<file path="config.mk">
export PLATFORM = sky130hd
export DESIGN_NAME = exc_ctrl
export DESIGN_NICKNAME = d
export VERILOG_FILES = /design/src/rtl/exc_ctrl_pkg.sv /design/src/rtl/exc_arbiter.sv /design/src/rtl/exc_status.sv /design/src/rtl/exc_fetch_pc.sv /design/src/rtl/exc_ctrl.sv
export SDC_FILE = /design/constraint.sdc
export NUM_CORES = 1
export LEC_CHECK = 0
export BUFFER_PORTS_ARGS = -buffer_cell sky130_fd_sc_hd__buf_2
export CORE_MARGIN = 10
export CORE_UTILIZATION = 41
export DETAILED_ROUTE_END_ITERATION = 12
export GPL_TIMING_DRIVEN = 0
export PLACE_DENSITY = 0.76
export SYNTH_ARGS = -nofsm -noshare
export SYNTH_HDL_FRONTEND = slang
export SYNTH_SLANG_ARGS = --single-unit
</file>
<file path="constraint.sdc">
create_clock -name clk -period 1.7 [get_ports clk]
set_input_delay 0.255 -clock clk [delete_from_list [all_inputs] [get_ports clk]]
set_output_delay 0.255 -clock clk [all_outputs]
set_load 0.01 [all_outputs]
</file>
<file path="src/rtl/exc_ctrl_pkg.sv">
package exc_ctrl_pkg;

  typedef enum logic [1:0] {
    CODE_UNDEF = 2'd0,
    CODE_OVF   = 2'd1,
    CODE_IRQ   = 2'd2
  } exc_code_e;

  typedef enum logic [1:0] {
    NPC_SEQ = 2'd0,
    NPC_VEC = 2'd1,
    NPC_EPC = 2'd2
  } npc_sel_e;

  typedef struct packed {
    logic kernel;
    logic ie;
  } mode_t;

  // Trap code: undefined opcode has precedence over overflow.
  function automatic exc_code_e trap_code(input logic undef);
    return undef ? CODE_UNDEF : CODE_OVF;
  endfunction

  // Choose the fetch source: entry beats return beats sequential.
  function automatic npc_sel_e npc_select(input logic enter, input logic leave);
    if (enter)      return NPC_VEC;
    else if (leave) return NPC_EPC;
    else            return NPC_SEQ;
  endfunction

  // Mode after entry: kernel, interrupts masked.
  function automatic mode_t entry_mode();
    mode_t m;
    m.kernel = 1'b1;
    m.ie     = 1'b0;
    return m;
  endfunction

endpackage

</file>
<file path="src/rtl/exc_arbiter.sv">
module exc_arbiter
  import exc_ctrl_pkg::*;
(
  input  logic      clk,
  input  logic      rst_n,
  input  logic      commit_valid,
  input  logic      trap_undef,
  input  logic      trap_ovf,
  input  logic      eret,
  input  logic      irq,
  input  logic      ie,
  output logic      trap_take,
  output logic      irq_take,
  output logic      eret_take,
  output logic      irq_pend,
  output exc_code_e code
);

  logic pend_q;
  logic trap_req;

  assign trap_req  = commit_valid & (trap_undef | trap_ovf);
  assign trap_take = trap_req;
  assign eret_take = commit_valid & eret & ~trap_req;
  assign irq_take  = commit_valid & pend_q & ie & ~trap_req & ~eret_take;

  always_comb begin
    if (trap_req) code = trap_code(trap_undef);
    else          code = CODE_IRQ;
  end

  always_ff @(posedge clk or negedge rst_n) begin
    if (!rst_n) pend_q <= 1'b0;
    else        pend_q <= (pend_q | irq) & ~irq_take;
  end

  assign irq_pend = pend_q;

endmodule

</file>
<file path="src/rtl/exc_status.sv">
module exc_status
  import exc_ctrl_pkg::*;
#(
  parameter int AW      = 32,
  parameter int CAUSE_W = 4
) (
  input  logic               clk,
  input  logic               rst_n,
  input  logic               enter,
  input  logic               leave,
  input  exc_code_e          code,
  input  logic [AW-1:0]      commit_pc,
  output mode_t              cur,
  output mode_t              prev,
  output logic [CAUSE_W-1:0] cause,
  output logic [AW-1:0]      epc
);

  localparam int PAD_W = CAUSE_W - 2;

  mode_t              cur_q, prev_q;
  logic [CAUSE_W-1:0] cause_q;
  logic [AW-1:0]      epc_q;

  always_ff @(posedge clk or negedge rst_n) begin
    if (!rst_n) begin
      cur_q   <= entry_mode();
      prev_q  <= '{kernel: 1'b0, ie: 1'b1};
      cause_q <= '0;
      epc_q   <= '0;
    end else if (enter) begin
      prev_q  <= cur_q;
      cur_q   <= entry_mode();
      cause_q <= {{PAD_W{1'b0}}, code};
      epc_q   <= commit_pc;
    end else if (leave) begin
      cur_q   <= prev_q;
    end
  end

  assign cur   = cur_q;
  assign prev  = prev_q;
  assign cause = cause_q;
  assign epc   = epc_q;

endmodule

</file>
<file path="src/rtl/exc_fetch_pc.sv">
module exc_fetch_pc
  import exc_ctrl_pkg::*;
#(
  parameter int            AW       = 32,
  parameter logic [AW-1:0] VEC      = 'hC00,
  parameter logic [AW-1:0] RESET_PC = '0
) (
  input  logic          clk,
  input  logic          rst_n,
  input  logic          enter,
  input  logic          leave,
  input  logic [AW-1:0] epc,
  input  logic [AW-1:0] pc_seq,
  output logic [AW-1:0] fetch_pc
);

  npc_sel_e      sel;
  logic [AW-1:0] npc;

  assign sel = npc_select(enter, leave);

  always_comb begin
    case (sel)
      NPC_VEC: npc = VEC;
      NPC_EPC: npc = epc;
      default: npc = pc_seq;
    endcase
  end

  always_ff @(posedge clk or negedge rst_n) begin
    if (!rst_n) fetch_pc <= RESET_PC;
    else        fetch_pc <= npc;
  end

endmodule

</file>
<file path="src/rtl/exc_ctrl.sv">
module exc_ctrl
  import exc_ctrl_pkg::*;
#(
  parameter int            AW       = 32,
  parameter int            CAUSE_W  = 4,
  parameter logic [AW-1:0] VEC      = 'hC00,
  parameter logic [AW-1:0] RESET_PC = '0
) (
  input  logic               clk,
  input  logic               rst_n,
  input  logic               commit_valid_i,
  input  logic [AW-1:0]      commit_pc_i,
  input  logic               trap_undef_i,
  input  logic               trap_ovf_i,
  input  logic               eret_i,
  input  logic               irq_i,
  input  logic [AW-1:0]      pc_seq_i,
  output logic [AW-1:0]      fetch_pc_o,
  output logic               flush_o,
  output logic               exc_taken_o,
  output logic               kernel_mode_o,
  output logic               int_enable_o,
  output logic               prev_kernel_o,
  output logic               prev_int_enable_o,
  output logic               irq_pending_o,
  output logic [CAUSE_W-1:0] cause_o,
  output logic [AW-1:0]      epc_o
);

  // Named internal events
  logic      trap_take, irq_take, eret_take, irq_pend;
  logic      enter;
  exc_code_e code;
  mode_t     cur, prev;

  exc_arbiter u_arb (
    .clk          (clk),
    .rst_n        (rst_n),
    .commit_valid (commit_valid_i),
    .trap_undef   (trap_undef_i),
    .trap_ovf     (trap_ovf_i),
    .eret         (eret_i),
    .irq          (irq_i),
    .ie           (cur.ie),
    .trap_take    (trap_take),
    .irq_take     (irq_take),
    .eret_take    (eret_take),
    .irq_pend     (irq_pend),
    .code         (code)
  );

  assign enter = trap_take | irq_take;

  exc_status #(.AW(AW), .CAUSE_W(CAUSE_W)) u_stat (
    .clk       (clk),
    .rst_n     (rst_n),
    .enter     (enter),
    .leave     (eret_take),
    .code      (code),
    .commit_pc (commit_pc_i),
    .cur       (cur),
    .prev      (prev),
    .cause     (cause_o),
    .epc       (epc_o)
  );

  exc_fetch_pc #(.AW(AW), .VEC(VEC), .RESET_PC(RESET_PC)) u_pc (
    .clk      (clk),
    .rst_n    (rst_n),
    .enter    (enter),
    .leave    (eret_take),
    .epc      (epc_o),
    .pc_seq   (pc_seq_i),
    .fetch_pc (fetch_pc_o)
  );

  assign flush_o           = enter | eret_take;
  assign exc_taken_o       = enter;
  assign kernel_mode_o     = cur.kernel;
  assign int_enable_o      = cur.ie;
  assign prev_kernel_o     = prev.kernel;
  assign prev_int_enable_o = prev.ie;
  assign irq_pending_o     = irq_pend;

endmodule

</file>
==> impl_metrics.ini <==
[status]
outcome = finished, violations left
failed_checks = negative setup slack

[floorplanning]
fp-row-count = 30
placeableCoreArea_mm2 = 0.00687
start_util_pct = 42.6
io_pins = 146
design.die.area_mm2 = 0.0109
die_height_um = 104
fp.dieW_um = 104

[logic_synthesis]
ys_dominant_reg_cell = dfrtp_1
yosysSeqAreaShare_pct = 60.8
ys_async_sr_fraction_pct = 100
syn_inst = 239
post_synth_instance_area_mm2 = 0.00293
synth-edff-count = 0
synth-warning-count = 0
synthesis.area_per_instance_um2 = 12.2
yosys_register_bits = 71
yosysUniqueCellTypes = 25

[layout]
area_growth_pct = 44.1
area_used_by_multi_input_combinational_logic_mm2 = 0.00108
filler_cell_count = 597
post_route_cells_drive_above_1_share_pct = 56.3
number_of_antenna_cells_inserted = 0
layout_common_cells = 141 x buf_2, 69 x dfrtp_1, 65 x nand2_1, 29 x mux2_4, 15 x o21ai_1
area.sequential_mm2 = 0.00178
nNetsFinal = 473
mostFrequentLayoutCell = buf_2
stdcell_count = 503

[clock_tree]
cts.path.max_buffers = 2
clk-insertion-delay-late_ns = 0.34
clock_sink_count = 71
tritoncts_clock_tree = done
cts_hold_buf = 0
clk_root_buffer_cell = clkbuf_8
cts.reportedPaths.clkPinSlew_ns = 0.08
num_cts_buffers = 9
htree_num_levels = 3

[worst_setup_path]
cp-start-kind = flip-flop
worst_ep_arrival_time_ns = 1.71
crit_path_max_fanout = 5
reg2reg_slack_ns = -0.23
crit_path_start = u_arb.irq_pend
worstPathRequired_ns = 1.44
r2r.worst_path.cells = 7
crit_path_end_kind = output pin
worstReg2RegStart = u_arb.irq_pend
worst-setup-path-type = reg -> out
r2r_end = u_stat.epc[19]
cp-endpoint = exc_taken_o

[global_routing]
first_global_vias = 2589
grt_start_max_net_pins = 72
grt_first_pass_wirelength_um = 13500
antenna_found_initial = 0
globalRoute.totalOverflow = 0
grtUsageTotal_pct = 15.5

[route]
route.antenna.remaining_nets = 0
number_of_optimization_iterations_in_the_first_detailed_route_pass = 4
via_per_inst = 4.67
routed_wirelength_normalized_by_instance_count_um = 17.0
drc = 0
dr_vias = 2348
drt_wl_total_um = 8580
drtIter0Drc = 62

[place]
io_buffer_count = 143
place_congestion = 0.699
place.detailed.instances = 479
dp.final_hpwl_um = 6380

[pwr]
p_per_area_mw_per_mm2 = 1070
combinationalPowerShare_pct = 17.3
peakVddDrop_mv = 0.549
pwr-share-seq_pct = 43.1
switching_portion_of_total_power_pct = 25.1
switching_power_mw = 1.14
power_frac_clock_pct = 39.6
leakage_nw = 2.20
intPower_mw = 3.40

[timing]
grt_setup_unrepaired = true
timing.final.crit_period_ns = 1.96
totalNegativeSetupSlack_ns = -7.04
min_period_over_period_pct = 116
finalSetupViolCount = 48
clock_skew_ns = 0.00900
postLayoutSetupSlackWorst_ns = -0.265
achievable-frequency_ghz = 0.509
timing.final.max_slew_violations = 0
tightest_slew_ns = 0.870
hold_viol_final = 0
timing.slew.headroom_pct = 42.0

[hold_path]
hp-class = in -> async

[job]
max_cap_viol_count = 0
==> synthesized netlist by cell type (all sizes together), types with 2 or more instances <==
library cell	count	area, um2
dfrtp	69	1730
nand2	66	248
mux2	34	488
o21ai	31	155
clkbuf	10	37.5
buf	7	86.3
nor2	5	18.8
a21oi	4	20.0
dfstp	2	52.6
==> worst max-delay path, cell delays in order, from the launching register on <==
cell	delay, ns
dfrtp_1	0.42
and3b_2	0.23
o31ai_4	0.28
inv_2	0.09
buf_12	0.14
buf_8	0.11
buf_6	0.11
==> state kept, by name, indices dropped and copies added, names as in the netlist <==
register / flops
u_stat.prev: 2
u_arb.irq_pend: 1
u_stat.cause: 2
u_stat.cur: 2
u_pc.fetch_pc: 32
u_stat.epc: 32
==> per-layer routing <==
| metal | share of wire, % | routed length (um) | global-route usage [%] | up-vias |
|---|---|---|---|---|
| li1 | - | - | - | 1116 |
| met1 | 42 | 3620 | 18.3 | 1142 |
| met2 | 50 | 4290 | 25.9 | 84 |
| met3 | 7.3 | 625 | 5.39 | 6 |
| met4 | 0.45 | 39 | 4.97 | 0 |
| met5 | 0 | 0 | 0 | - |
==> worst min-delay path by stage <==
stage | endpoint | startpoint | depth (start not counted)
floorplan | u_arb.irq_pend | rst_n | 0
global placement | u_stat.cause[0] | u_stat.cause[0] | 1
detailed placement | u_stat.epc[25] | rst_n | 1
CTS | u_stat.epc[25] | rst_n | 1
global route | u_pc.fetch_pc[27] | rst_n | 1
finish | u_pc.fetch_pc[29] | rst_n | 1
==> what timing repair did <==
action                                  in CTS  in global routing
buffers inserted                             7                  4
endpoints found under the hold margin        0                  0
resized for setup                           35                 25
endpoints found under the setup margin      52                 66
pin swaps                                    3                  3
cloned                                       0                  0
==> power groups by stage <==
stage          Sequential, mW  Combinational (mW)  Clock [mW]
2_1_floorplan            2.06               0.285           0
3_3_place_gp             1.98               0.724           0
3_5_place_dp             1.99               0.740           0
4_1_cts                  1.95               0.780        1.83
5_1_grt                  1.98               0.854        1.90
6_report                 1.95               0.786        1.79
==> through the flow <==
step | area [um2] | setup slack (ns) | utilization (%) | hold WS (ns) | power, mW
4_1_cts | 4150 | -0.354 | 60.4 | 0.0590 | 4.57
3_5_place_dp | 3770 | -0.237 | 54.9 | 0.440 | 2.73
2_1_floorplan | 2930 | 0.0127 | - | -0.0406 | 2.35
5_1_grt | 4220 | -0.351 | 61.4 | 0.107 | 4.74
6_report | 4220 | -0.265 | 61.4 | 0.0378 | 4.53
3_3_place_gp | 3770 | -0.253 | 54.8 | 0.472 | 2.70
==> layout make-up <==
class | count | share of cell area (%)
Sequential cell | 71 | 42.2
Multi-Input combinational cell | 151 | 25.6
Timing Repair Buffer | 152 | 19.2
Buffer | 16 | 3.68
Clock inverter | 7 | 3.41
Clock buffer | 9 | 2.94
Tap cell | 96 | 2.85
Inverter | 1 | 0.0890
==> cells by family after synthesis <==
group,synth area share (%)
simple gates,10.8
compound gates,7.27
flops,60.8
other cells,0.128
mux,16.7
buf+inv,4.36
Note: power is estimated with default switching activity, not from simulation.
